[config.mk]
export PLATFORM = sky130hd
export DESIGN_NAME = kpad_scan
export DESIGN_NICKNAME = d
export VERILOG_FILES = /design/src/rtl/kpad_pkg.sv /design/src/rtl/kpad_settle_tmr.sv /design/src/rtl/kpad_col_map.sv /design/src/rtl/kpad_hotkey.sv /design/src/rtl/kpad_scan.sv
export SDC_FILE = /design/constraint.sdc
export NUM_CORES = 1
export LEC_CHECK = 0
export ABC_AREA = 1
export BUFFER_PORTS_ARGS = -buffer_cell sky130_fd_sc_hd__clkbuf_2
export CAP_MARGIN = 0
export CORE_UTILIZATION = 57
export DETAILED_ROUTE_END_ITERATION = 10
export GPL_ROUTABILITY_DRIVEN = 0
export PLACE_DENSITY = 0.89
export SLEW_MARGIN = 30
export SYNTH_ARGS = -nofsm -noshare
export SYNTH_HDL_FRONTEND = slang
export SYNTH_HIERARCHICAL = 1
export SYNTH_SLANG_ARGS = --single-unit
[constraint.sdc]
create_clock -name clk_i -period 2.2 [get_ports clk_i]
set_clock_uncertainty 0.2 [all_clocks]
set_input_delay 0.11 -clock clk_i [delete_from_list [all_inputs] [get_ports clk_i]]
set_output_delay 0.11 -clock clk_i [all_outputs]
set_load 0.01 [all_outputs]
[src/rtl/kpad_pkg.sv]
package kpad_pkg;
  localparam int unsigned KEY_W = 6;
  localparam int unsigned COL_N = 3;
  localparam int unsigned DLY_W = 2;

  localparam logic [KEY_W-1:0] REC_MASK = 6'b101001;
  localparam logic [DLY_W-1:0] DLY_HOLD = 2'd2;

  typedef enum logic [1:0] {
    ST_IDLE = 2'd0,
    ST_UP   = 2'd1,
    ST_LO   = 2'd2
  } scan_st_e;
endpackage

[src/rtl/kpad_settle_tmr.sv]
module kpad_settle_tmr #(
  parameter int unsigned CYC = 10
) (
  input  logic clk_i,
  input  logic rst_ni,
  input  logic load_i,
  output logic expired_o
);
  localparam int unsigned CNT_W = (CYC > 1) ? $clog2(CYC) : 1;
  localparam logic [CNT_W-1:0] CNT_TOP = CNT_W'(CYC - 1);

  logic [CNT_W-1:0] cnt_q;

  always_ff @(posedge clk_i or negedge rst_ni) begin
    if (!rst_ni) cnt_q <= '0;
    else if (load_i) cnt_q <= CNT_TOP;
    else if (cnt_q != '0) cnt_q <= cnt_q - 1'b1;
  end

  assign expired_o = (cnt_q == '0);

  a_r2_cnt_range: assert property (@(posedge clk_i) disable iff (!rst_ni)
    cnt_q <= CNT_TOP);
  a_r2_load_count: assert property (@(posedge clk_i) disable iff (!rst_ni)
    load_i |=> (cnt_q == CNT_TOP));
endmodule

[src/rtl/kpad_col_map.sv]
module kpad_col_map
  import kpad_pkg::*;
(
  input  logic             row_i,
  input  logic [COL_N-1:0] cols_ni,
  output logic [KEY_W-1:0] hits_o
);
  localparam int unsigned UP_BIT [COL_N] = '{5, 3, 4};
  localparam int unsigned LO_BIT [COL_N] = '{2, 1, 0};

  always_comb begin
    hits_o = '0;
    for (int c = 0; c < COL_N; c++) begin
      if (!cols_ni[c]) begin
        if (row_i) hits_o[LO_BIT[c]] = 1'b1;
        else       hits_o[UP_BIT[c]] = 1'b1;
      end
    end
  end
endmodule

[src/rtl/kpad_hotkey.sv]
module kpad_hotkey
  import kpad_pkg::*;
(
  input  logic [KEY_W-1:0] keys_i,
  output logic             rec_o,
  output logic [DLY_W-1:0] dly_o
);
  assign rec_o = ((keys_i & REC_MASK) == REC_MASK);
  assign dly_o = (rec_o || keys_i == '0) ? '0 : DLY_HOLD;

  always_comb begin
    a_r8_rec_no_delay: assert (!rec_o || dly_o == '0);
  end
endmodule

[src/rtl/kpad_scan.sv]
module kpad_scan
  import kpad_pkg::*;
#(
  parameter int unsigned CLK_HZ    = 200_000_000,
  parameter int unsigned SETTLE_US = 10
) (
  input  logic             clk_i,
  input  logic             rst_ni,
  input  logic             start_i,
  output logic             row_sel_o,
  input  logic [COL_N-1:0] cols_ni,
  output logic [KEY_W-1:0] keys_o,
  output logic             recovery_o,
  output logic [DLY_W-1:0] delay_o,
  output logic             done_o
);
  localparam int unsigned SETTLE_CYC_RAW = (CLK_HZ / 1_000_000) * SETTLE_US;
  localparam int unsigned SETTLE_CYC = (SETTLE_CYC_RAW > 0) ? SETTLE_CYC_RAW : 1;

  scan_st_e         st_q;
  logic             row_q;
  logic [KEY_W-1:0] acc_q;
  logic [KEY_W-1:0] hits;
  logic [KEY_W-1:0] final_keys;
  logic             expired;
  logic             load;
  logic             rec_c;
  logic [DLY_W-1:0] dly_c;

  assign load = (st_q == ST_IDLE && start_i) || (st_q == ST_UP && expired);

  kpad_settle_tmr #(.CYC(SETTLE_CYC)) u_tmr (
    .clk_i     (clk_i),
    .rst_ni    (rst_ni),
    .load_i    (load),
    .expired_o (expired)
  );

  kpad_col_map u_map (
    .row_i   (row_q),
    .cols_ni (cols_ni),
    .hits_o  (hits)
  );

  assign final_keys = acc_q | hits;

  kpad_hotkey u_hot (
    .keys_i (final_keys),
    .rec_o  (rec_c),
    .dly_o  (dly_c)
  );

  always_ff @(posedge clk_i or negedge rst_ni) begin
    if (!rst_ni) begin
      st_q       <= ST_IDLE;
      row_q      <= 1'b0;
      acc_q      <= '0;
      keys_o     <= '0;
      recovery_o <= 1'b0;
      delay_o    <= '0;
      done_o     <= 1'b0;
    end else begin
      done_o <= 1'b0;
      unique case (st_q)
        ST_IDLE: if (start_i) begin
          st_q  <= ST_UP;
          row_q <= 1'b0;
          acc_q <= '0;
        end
        ST_UP: if (expired) begin
          acc_q <= final_keys;
          row_q <= 1'b1;
          st_q  <= ST_LO;
        end
        ST_LO: if (expired) begin
          keys_o     <= final_keys;
          recovery_o <= rec_c;
          delay_o    <= dly_c;
          done_o     <= 1'b1;
          row_q      <= 1'b0;
          st_q       <= ST_IDLE;
        end
        default: st_q <= ST_IDLE;
      endcase
    end
  end

  assign row_sel_o = row_q;

  a_r9_done_pulse: assert property (@(posedge clk_i) disable iff (!rst_ni)
    done_o |=> !done_o);
  a_r9_keys_hold: assert property (@(posedge clk_i) disable iff (!rst_ni)
    !done_o |-> ($stable(keys_o) && $stable(recovery_o) && $stable(delay_o)));
  a_r1_row_lower: assert property (@(posedge clk_i) disable iff (!rst_ni)
    (st_q == ST_LO) |-> row_sel_o);
  a_r1_row_idle: assert property (@(posedge clk_i) disable iff (!rst_ni)
    (st_q == ST_IDLE) |-> !row_sel_o);
  a_r10_busy_ignore: assert property (@(posedge clk_i) disable iff (!rst_ni)
    (st_q == ST_UP && start_i) |=> (st_q != ST_IDLE));
  a_r8_rec_delay: assert property (@(posedge clk_i) disable iff (!rst_ni)
    recovery_o |-> (delay_o == '0));
endmodule

Yosys cells after proc, flatten, opt, wreduce, memory -nomap -nowiden. Cells that the tools add are included.

Register bits after elaboration: 30. Bits in latches: 0. Memory bits (writable): 0. ROM bits: 0. Input port bits: 6. Word-level logic and storage cells: 55. Memories kept: 0.

Add/sub/neg operators: 1. $mul: 0. Div/mod/pow operators: 0. Magnitude comparators: 0. Eq/ne operators: 6. Shifts and indexed selects: 0. Muxes and demuxes: 24. Bitwise gates (word level): 1. Reduce and logical (&&, ||, !) cells: 15.

Operator list (number): $mux 11 (2); $mux 1 (13); $mux 6 (2); $pmux 6 s2 (1); $logic_not 11->1 (1); $reduce_bool 11->1 (1); $sub 11x1->11 const B (1); $mux 2 (4); $logic_not 6->1 (1); $ne 2x2->1 const B (3); $or 6x6->6 (1); $pmux 2 s3 (1); $reduce_and 3->1 (2); $reduce_and 4->1 (1); $reduce_bool 2->1 (2); $eq 3x3->1 const B (1); $pmux 1 s3 (1); $reduce_bool 3->1 (1); $eq 2x1->1 const B (1); $eq 2x2->1 const B (1); $logic_and 1x1->1 (2); $logic_not 2->1 (1); $logic_or 1x1->1 (2); $reduce_and 2->1 (1).

Longest topological paths before layout. Gate-level depths: netlist of run 1.

Word-level depth: 6. Depth in mapped cells: 12.

Modules after synthesis. Netlist of run 1, hierarchy kept.

Modules (own cells, without submodules): kpad_scan (instances 1, cells each 98, area an instance 852.1 sq um); kpad_settle_tmr (instances 1, cells each 85, area an instance 629.4 sq um); kpad_hotkey (instances 1, cells each 10, area an instance 46.3 sq um); kpad_col_map (instances 1, cells each 7, area an instance 26.3 sq um).

Least setup slack after synthesis of run 1. No wires, ideal clock.

Path type: register to register. From: register u_tmr.cnt_q[0]. To: register u_tmr.cnt_q[5]. Setup time: 0.117 ns. Data arrival time: 1.725 ns. Data required time: 1.883 ns. Slack: 0.158 ns. Stages on the path, launching flop included: 13. Path buffers: 1. Period minus slack after synthesis: 2.042 ns. Cell sequence: dfrtp_1 -> inv_1 -> ha_1 -> nand3_4 -> nor2_4 -> nand2_4 -> inv_1 -> buf_4 -> nand3_4 -> nand2_2 -> inv_1 -> nand3_1 -> nor2_1.

Word-level cells in the longest chain between the ends: 4. Elaborated cells on any way between the ends: 8. Those cells by class: 1 x add/sub; 2 x mux; 5 x reduce/logical.

RTL lines: start, declared (line kpad_settle_tmr.sv:12) `logic [CNT_W-1:0] cnt_q;`; start signal, assigned (line kpad_settle_tmr.sv:17) `else if (cnt_q != '0) cnt_q <= cnt_q - 1'b1;`; $logic_not 11->1 * (line kpad_settle_tmr.sv:20) `assign expired_o = (cnt_q == '0);`; via expired (line kpad_scan.sv:25) `logic expired;`; $logic_and 1x1->1 * (line kpad_scan.sv:30) `assign load = (st_q == ST_IDLE && start_i) || (st_q == ST_UP && expired);`; $logic_or 1x1->1 * (line kpad_scan.sv:30); via load (line kpad_scan.sv:26) `logic load;`; $mux 11 or $reduce_bool 2->1 (tied branches).

The timed path passes the listed nets; every way through them passes the cells marked *. The select of a mux whose other input is x is not followed. A chain may end at the register's enable or synchronous reset.

Final worst setup path of run 1. Ends and elaborated chain as after synthesis.

==> results of run 1 <==
## cells in the mapped netlist (all sizes together)
library cell / instances / area [sq um]
dfrtp: 30 / 751
conb: 1 / 3.75
ha: 1 / 12.5
a21oi: 4 / 20.0
nand3b: 1 / 7.51
buf: 4 / 37.5
o21ai: 5 / 28.8
inv: 35 / 131
nand4: 6 / 37.5
xor2: 1 / 8.76
nor2: 24 / 105
nand2: 64 / 253
o211ai: 1 / 7.51
nand3: 23 / 150
## metrics by stage
stage	setup TNS [ps]	instance area, sq um	util (%)	cells
global route	-9.53	1780	70.6	258
floorplan	0	1550	-	200
detailed placement	0	1660	65.7	245
CTS	0	1770	70.2	258
finish	0	1780	70.6	258
global placement	0	1660	65.7	245
## worst reg2reg max path: stages (launching register included)
cell	delay (ps)
dfrtp_1	410
inv_1	100
ha_1	230
nand3_4	120
nor2_4	200
nand2_4	70
clkinvlp_4	120
nand3_4	140
nand2_2	140
inv_1	120
nand3_1	110
nor2_1	40
## layer usage
metal,vias up,routed length (um)
li1,675,-
met1,593,1460
met2,40,1350
met3,4,140
met4,0,38
met5,-,0
## registers in the layout, indices dropped and copies added, names as in the netlist
register	flops
u_tmr/cnt_q	11
acc_q	6
keys_o	6
delay_o	2
st_q	2
done_o	1
recovery_o	1
row_sel_o	1
## final cells by class
type                    instances  area (sq um)  share of cell area (%)
clock buffers                   6          51.3                    2.88
clock inverters                 2          12.5                   0.702
inverters                      35           135                    7.58
flip-flops and latches         30           751                    42.1
multi-input cells             131           642                    36.0
well taps                      30          37.5                    2.11
repair buffers                 24           153                    8.57
## what timing repair did
action                     4_1_cts  5_1_grt
setup endpoints to repair        0        9
hold endpoints to repair        42        0
gates resized for setup          0        2
hold buffers                     5        0
## cells by family after synthesis
logic type / count (synthesis) / synth area share, %
flops: 30 / 48.3
other cells: 1 / 0.241
compound gates: 10 / 3.62
fa+ha+maj: 1 / 0.805
buf+inv: 39 / 10.9
xor+xnor: 1 / 0.564
simple gates: 118 / 35.6
## power by group
part	leakage, nW	switching (W)	internal (W)
clock	0.0343	0.000194	0.000153
sequential	0.319	0.000000475	0.000552
combinational	0.602	0.0000214	0.0000129
total	0.955	0.000216	0.000718
## path summary, 6_finish.rpt
check	start	endpoint	slack, ps
worst max-delay path	u_tmr/cnt_q[0]	u_tmr/cnt_q[5]	120
worst min-delay path	rst_ni	done_o	150
worst max register to register	u_tmr/cnt_q[0]	u_tmr/cnt_q[5]	120
worst min register to register	keys_o[3]	keys_o[3]	290
max in group asynchronous	rst_ni	u_tmr/cnt_q[9]	1180
min in group clk_i	keys_o[3]	keys_o[3]	290
## cell usage in the layout (no fill, tap or decap)
cell type / netlist / final
nor2_2: 3 / 3
inv_1: 29 / 28
buf_4: 2 / 3
clkbuf_8: 0 / 1
clkbuf_4: 0 / 5
xor2_1: 1 / 1
o21ai_0: 4 / 4
nand2_4: 1 / 1
nand3_1: 19 / 19
conb_1: 1 / 1
nand2_2: 2 / 2
clkinv_2: 0 / 1
nor2_1: 20 / 20
nand3_2: 2 / 1
a21oi_1: 4 / 4
dlygate4sd3_1: 0 / 5
nor2_4: 1 / 1
nand3b_1: 1 / 1
inv_2: 6 / 6
ha_1: 1 / 1
nand2_1: 61 / 61
o211ai_1: 1 / 1
clkbuf_2: 0 / 16
o21ai_2: 1 / 1
nand4_1: 6 / 6
nand3_4: 2 / 3
dfrtp_1: 30 / 30
clkinvlp_4: 0 / 2
==> impl_metrics.json, run 1 <==
{
  "run_status": "completed",
  "drv_cap": 0,
  "area_growth_pct": 14.7,
  "critPathBufInv": 3,
  "max_slew.worst_pin.slew_ps": 724,
  "critPathKind": "flip-flop to flip-flop",
  "setup_ws_ps": 122,
  "core_area_sq_mm": 0.00252,
  "vias": 1312,
  "fp-row-count": 18,
  "busiest_layer": "met1",
  "crit_slowest_cell": "dfrtp_1",
  "r2r_cells": 11,
  "fp.dieW_um": 54.2,
  "required_ps": 2230,
  "clkTransAtPathRegs_ps": 100,
  "fmax_mhz": 481,
  "cellPowerDensity_mw_per_mm2": 524,
  "grt_max_degree": 31,
  "cp_top_family": "simple AND/OR/NAND/NOR gates",
  "grtUsageTotal_pct": 23.5,
  "cp_data_arrival_time_ps": 2110,
  "setup_viol": 0,
  "drive_gt1_share_pct": 20.2,
  "crit_cells": 11,
  "place.port_buffers": 16,
  "crit_chain": "inv_1, ha_1, nand3_4, nor2_4, nand2_4, clkinvlp_4, nand3_4, nand2_2, inv_1, nand3_1, nor2_1",
  "drc": 0,
  "clockRootBuffer": "clkbuf_4",
  "io_pins": 17,
  "crit_path_end_kind": "flip-flop",
  "fin_crit_sh_pct": 94.5,
  "cts_tree": "yes",
  "die_area_sq_mm": 0.00294,
  "nNetsFinal": 234,
  "dr.pass1.iters": 4,
  "grt_first_pass_wirelength_mm": 4.75,
  "antenna_left": 0,
  "hold_viol": 0,
  "clock-sinks": 30,
  "avgViaCountPerCell": 5.09,
  "diodes": 0,
  "power.leakage_nw": 0.955,
  "yosysSeqAreaShare_pct": 48.3,
  "cpPeakStageDelay_ps": 410,
  "avgSynthCellArea_sq_um": 7.77,
  "whs_ps": 149,
  "place_ws_ps": 89.2,
  "grtUsageMet3_pct": 5.83,
  "grt_pass1_vias": 1103,
  "fill_cells": 202,
  "worst-path-max-fanout": 9,
  "min_period_ps": 2080,
  "synth_nets": 207,
  "netlist_area_sq_mm": 0.00155,
  "clockBufferDepth": 2,
  "dieHeight_um": 54.2,
  "yosys_warnings": 6,
  "netlist_instances": 200,
  "first_iter_violations": 42,
  "antenna_found_initial": 0,
  "wl_mm": 2.99,
  "start_util_pct": 61.6,
  "ir_drop_mv": 0.480,
  "ys_ff_latch": 30,
  "yosysUniqueCellTypes": 23,
  "cts_made_buffers": 5,
  "met2_usage_pct": 32.7,
  "cts_max_level": 2,
  "p_total_w": 0.000935,
  "slew_violations": 0,
  "dp_hpwl_mm": 2.02,
  "slew_headroom_pct": 51.7,
  "clock_latency_ps": 340,
  "worst_setup_path_start_kind": "flip-flop",
  "grt_overflow_total": 0,
  "hold_path_class": "primary input to async pin",
  "post_cts_buffers": 0,
  "wire_per_inst_um": 11.6,
  "met1_usage_pct": 33.5
}
Power figures use the tool's default switching activity.
==> run 2, diff against run 1 <==
--- a/config.mk
+++ b/config.mk
@@ -5,7 +5,6 @@
 export SDC_FILE = /design/constraint.sdc
 export NUM_CORES = 1
 export LEC_CHECK = 0
-export ABC_AREA = 1
 export BUFFER_PORTS_ARGS = -buffer_cell sky130_fd_sc_hd__clkbuf_2
 export CAP_MARGIN = 0
 export CORE_UTILIZATION = 57
==> run 2 against run 1 <==
  * The flow now finishes with violations (setup timing)
  * Die area is 0.63% lower
  * Fmax decreased by 10%
  * Largest power group unchanged
  * Sequential power is 1% higher
  * Final cell count down 14%
  * Via count up 0.46%
  * Combinational power increased by 41%
  * Clock power is essentially flat
  * Global-route usage is 4.5 points higher
  * Critical path depth down 3
  * Core utilization increased by 9.5 points
  * Power up 2.0%
==> impl_metrics.json, run 2 <==
{
  "run_status": "complete, but fails checks",
  "violations": "setup timing",
  "grt_max_degree": 31,
  "worst_setup_path_start_kind": "flip-flop",
  "first_iter_violations": 41,
  "clockRootBuffer": "clkbuf_4",
  "synth_top_area_share_pct": 48.6,
  "place_ws_ps": -219,
  "fmax_mhz": 433,
  "dr.pass1.iters": 4,
  "whs_ps": 148,
  "ir_drop_mv": 0.483,
  "antenna_left": 0,
  "start_util_pct": 61.2,
  "place.port_buffers": 16,
  "layout_common_cells": "dfrtp_1, buf_4, nor2_1",
  "nNetsFinal": 199,
  "required_ps": 2230,
  "hold_viol": 0,
  "drv_cap": 0,
  "power.leakage_nw": 0.982,
  "cts_made_buffers": 5,
  "largest_register_ffs": 11,
  "cts_max_level": 2,
  "clock-sinks": 30,
  "critPathKind": "flip-flop to flip-flop",
  "cellPowerDensity_mw_per_mm2": 471,
  "io_pins": 17,
  "final_area_sq_mm": 0.00202,
  "wl_met3_um": 232,
  "wl_mm": 3.68,
  "drt-met1-wl_mm": 1.50,
  "regMostFlops": "u_tmr/cnt_q",
  "synthArstFlopShare_pct": 100,
  "fp.dieW_um": 54.0,
  "worst-path-max-fanout": 5,
  "dieHeight_um": 54.0,
  "slew_violations": 0,
  "fin_crit_sh_pct": 105,
  "top_layer_used": "met4",
  "fill_cells": 134,
  "ys_ff_latch": 30,
  "dp_hpwl_mm": 2.24,
  "yosysUniqueCellTypes": 39,
  "antenna_found_initial": 0,
  "vias": 1318,
  "clock_latency_ps": 340,
  "final_cells": 223,
  "grt_overflow_total": 0,
  "synthTopCellsByCount": "dfrtp_1, a21oi_1, nor2_1",
  "drc": 0,
  "synthFlopType": "dfrtp_1",
  "grt_pass1_vias": 1171,
  "crit_path_end_kind": "flip-flop",
  "area_growth_pct": 31.0,
  "hold_path_class": "primary input to async pin",
  "cts_tree": "yes",
  "synth_edf_count": 0,
  "p_total_w": 0.000953,
  "route.met2.wl_mm": 1.82,
  "clkTransAtPathRegs_ps": 90,
  "avgSynthCellArea_sq_um": 10.6,
  "post_dp_cell_area_sq_mm": 0.00177,
  "die_area_sq_mm": 0.00292,
  "dp.cells": 202,
  "netlist_area_sq_mm": 0.00154,
  "setup_ws_ps": -112,
  "netlist_instances": 146,
  "min_period_ps": 2310,
  "yosysSeqAreaShare_pct": 48.6,
  "slew_headroom_pct": 52.4,
  "max_slew.worst_pin.slew_ps": 714,
  "grtUsageTotal_pct": 28.0,
  "setup_viol": 19,
  "grt_setup_unrepaired": "true",
  "synth_nets": 153,
  "final_common_cell": "dfrtp_1",
  "fp-row-count": 18,
  "yosysTopAreaCell": "dfrtp_1",
  "reg_top3": "u_tmr/cnt_q x11, acc_q x6, keys_o x6",
  "synth_area_leaders": "dfrtp_1, mux2_4, a21oi_1, nor2_1, or2_2",
  "yosysMostFrequentCell": "dfrtp_1",
  "core_area_sq_mm": 0.00252,
  "avgViaCountPerCell": 5.91,
  "drive_gt1_share_pct": 43.0,
  "yosys_warnings": 6,
  "grt_first_pass_wirelength_mm": 5.46,
  "diodes": 0,
  "cp_data_arrival_time_ps": 2340,
  "wire_per_inst_um": 16.5,
  "clockBufferDepth": 2
}
run 2: critical path, stage by stage, from the launching register on:
cell and delay [ps]:
dfrtp_1 400, inv_2 90, ha_4 150, or4b_4 490, nor3_4 170, buf_6 130, nand3b_4 110, buf_12 170
mux2_4 290
run 2: timing repair:
| item | CTS | global route |
|---|---|---|
| endpoints found under the hold margin | 35 | 0 |
| buffers inserted | 5 | 2 |
| setup endpoints to repair | 27 | 27 |
| hold buffers | 5 | 0 |
| cloned | 2 | 0 |
| pin swaps | 4 | 2 |
| resized for setup | 11 | 6 |
run 2: logic make-up after synthesis:
kind of cell / after synthesis / synth area share (%)
DFF: 30 / 48.6
muxes: 12 / 10.7
and+or+nand+nor: 54 / 21.8
other: 1 / 0.243
AOI/OAI and AO/OA: 35 / 13.6
buffers and inverters: 13 / 4.21
adders and majority gates: 1 / 0.810
run 2: per-stage QoR:
step / setup TNS (ps) / util [%]
after floorplan: -2170 / -
after global placement: -326 / 70.2
after detailed placement: -2740 / 70.2
after CTS: -1100 / 78.5
after global routing: -3660 / 80.2
final: -1530 / 80.2
run 2: cell type report:
type	instances	area, sq um	share of cell area, %
timing repair buffer	46	363	17.9
inverter	6	25.0	1.24
clock buffer	7	55.1	2.72
clock inverter	1	5.00	0.248
multi-input combinational	103	786	38.9
tap	30	37.5	1.86
sequential	30	751	37.1
run 2: power by group:
part / total (W) / switching [W] / internal (W)
clock network: 0.000347 / 0.000192 / 0.000155
registers: 0.000558 / 0.00000277 / 0.000555
logic: 0.0000483 / 0.0000250 / 0.0000233
run 2: final timing paths:
path                                     start             end  slack, ps  cells after the start
worst min-delay path                    rst_ni        acc_q[0]        150                      2
min in group clk_i                   keys_o[1]       keys_o[1]        320                      1
worst max register to register  u_tmr/cnt_q[0]       keys_o[0]       -110                      8
worst min register to register       keys_o[1]       keys_o[1]        320                      1
max in group asynchronous               rst_ni  u_tmr/cnt_q[8]       1200                      2
worst max-delay path            u_tmr/cnt_q[0]       keys_o[0]       -110                      8
run 2: metal layers:
metal	vias up	track usage, %
li1	616	-
met1	625	34.0
met2	61	47.3
met3	16	8.47
met4	0	8.55
met5	-	0
==> run 3, diff against run 2 <==
--- a/config.mk
+++ b/config.mk
@@ -7,10 +7,10 @@
 export LEC_CHECK = 0
 export BUFFER_PORTS_ARGS = -buffer_cell sky130_fd_sc_hd__clkbuf_2
 export CAP_MARGIN = 0
-export CORE_UTILIZATION = 57
+export CORE_UTILIZATION = 35
 export DETAILED_ROUTE_END_ITERATION = 10
 export GPL_ROUTABILITY_DRIVEN = 0
-export PLACE_DENSITY = 0.89
+export PLACE_DENSITY = 0.63
 export SLEW_MARGIN = 30
 export SYNTH_ARGS = -nofsm -noshare
 export SYNTH_HDL_FRONTEND = slang
==> run 3 against run 2 <==
  * Register-to-register slack improved by 70 ps
  * The flow still finishes with violations (setup timing)
  * First-iteration DRC count up 7.3%
  * Via count down 5.4%
  * Critical path depth is the same
  * Final area rose by 3.2%
  * Sequential power barely moved
==> impl_metrics.json, run 3 (same netlist as run 2, synthesis figures left out) <==
{
  "run_status": "complete, but fails checks",
  "violations": "setup timing",
  "ir_drop_mv": 0.218,
  "grt_max_degree": 31,
  "cp_data_arrival_time_ps": 2200,
  "worst-path-max-fanout": 10,
  "nNetsFinal": 197,
  "hold_viol": 0,
  "fin_crit_sh_pct": 102,
  "clkTransAtPathRegs_ps": 60,
  "final_common_cell": "dfrtp_1",
  "wl_mm": 3.39,
  "largest_register_ffs": 11,
  "first_iter_violations": 44,
  "wire_per_inst_um": 14.1,
  "dp_hpwl_mm": 2.25,
  "regMostFlops": "u_tmr/cnt_q",
  "clockBufferDepth": 2,
  "dieHeight_um": 68.4,
  "cts_tree": "yes",
  "io_pins": 17,
  "clock-sinks": 30,
  "fmax_mhz": 446,
  "grt_setup_unrepaired": "true",
  "avgViaCountPerCell": 5.17,
  "clock_latency_ps": 270,
  "min_period_ps": 2240,
  "crit_chain": "inv_2, ha_4, or4b_4, nor3_4, buf_4, nand3b_2, buf_12, mux2_4",
  "max_slew.worst_pin.slew_ps": 756,
  "slew_headroom_pct": 49.6,
  "fp-row-count": 23,
  "worst_setup_path_start_kind": "flip-flop",
  "final_cells": 241,
  "layout_common_cells": "dfrtp_1, buf_4, clkbuf_2",
  "cpPeakStageDelay_ps": 470,
  "vias": 1247,
  "place.port_buffers": 16,
  "cts_max_level": 2,
  "antenna_found_initial": 0,
  "start_util_pct": 37.5,
  "fp.dieW_um": 68.4,
  "grt_pass1_vias": 1220,
  "grtUsageTotal_pct": 16.0,
  "hold_path_class": "primary input to async pin",
  "antenna_left": 0,
  "dr.pass1.iters": 4,
  "utilization_pct": 50.7,
  "power.leakage_nw": 0.975,
  "setup_ws_ps": -41.4,
  "drive_gt1_share_pct": 45.5,
  "critPathKind": "flip-flop to flip-flop",
  "crit_path_end_kind": "flip-flop",
  "drv_cap": 0,
  "area_growth_pct": 35.2,
  "cts_made_buffers": 5,
  "reg_top3": "u_tmr/cnt_q x11, acc_q x6, keys_o x6",
  "diodes": 0,
  "setup_viol": 10,
  "drc": 0,
  "place_ws_ps": -120,
  "clockRootBuffer": "clkbuf_8",
  "required_ps": 2160,
  "die_area_sq_mm": 0.00468,
  "cellPowerDensity_mw_per_mm2": 508,
  "grt_overflow_total": 0,
  "grt_first_pass_wirelength_mm": 5.33,
  "crit_slowest_cell": "or4b_4",
  "core_area_sq_mm": 0.00412,
  "dp.cells": 223,
  "slew_violations": 0
}
==> run 3: worst max-delay path, delay by kind of cell (launching register included) <==
kind / cells / cell delay [ps]
flops: 1 / 390
fa+ha+maj: 1 / 120
buf+inv: 3 / 400
simple gates: 3 / 730
mux: 1 / 290
==> run 3: report_power, final <==
part           leakage (nW)  internal, W  switching, W
clock network        0.0482     0.000252      0.000202
registers             0.354     0.000556    0.00000253
logic                 0.572    0.0000232     0.0000244
==> run 3: area by class of cell <==
class	count	area [sq um]
Clock inverter	1	5.00
Multi-Input combinational cell	103	806
Sequential cell	30	751
Inverter	6	25.0
Clock buffer	7	86.3
Timing Repair Buffer	44	352
Fill cell	355	2030
Tap cell	50	62.6
==> run 3: final timing paths <==
kind                                startpoint             end  slack, ps  cells after the start
worst max-delay path            u_tmr/cnt_q[0]       keys_o[3]        -40                      8
worst min-delay path                    rst_ni  u_tmr/cnt_q[9]        230                      2
worst max register to register  u_tmr/cnt_q[0]       keys_o[3]        -40                      8
worst min register to register       keys_o[5]       keys_o[5]        310                      1
max in group asynchronous               rst_ni       keys_o[0]       1080                      2
min in group clk_i                   keys_o[5]       keys_o[5]        310                      1
==> run 3: per-layer routing <==
metal | global-route usage [%] | part of all wire, % | vias up
li1 | - | - | 605
met1 | 19.1 | 45 | 613
met2 | 25.6 | 50 | 25
met3 | 4.00 | 2.9 | 4
met4 | 9.90 | 1.6 | 0
met5 | 0 | 0 | -
==> run 3: repair_timing <==
action,CTS,global route
buffers inserted,4,1
hold endpoints to repair,35,0
cloned,1,0
pin swaps,4,3
hold buffers,5,0
gates resized for setup,6,14
setup endpoints to repair,21,26
==> run 3: through the flow <==
step,setup TNS [ps],total power [W],area [sq um],hold WS (ps)
6_report,-347,0.00106,2090,235
3_3_place_gp,-297,0.000610,1820,0.821
3_5_place_dp,-781,0.000611,1820,15.1
4_1_cts,-207,0.00108,2040,262
2_1_floorplan,-2170,0.000589,1570,-386
5_1_grt,-2050,0.00111,2090,327
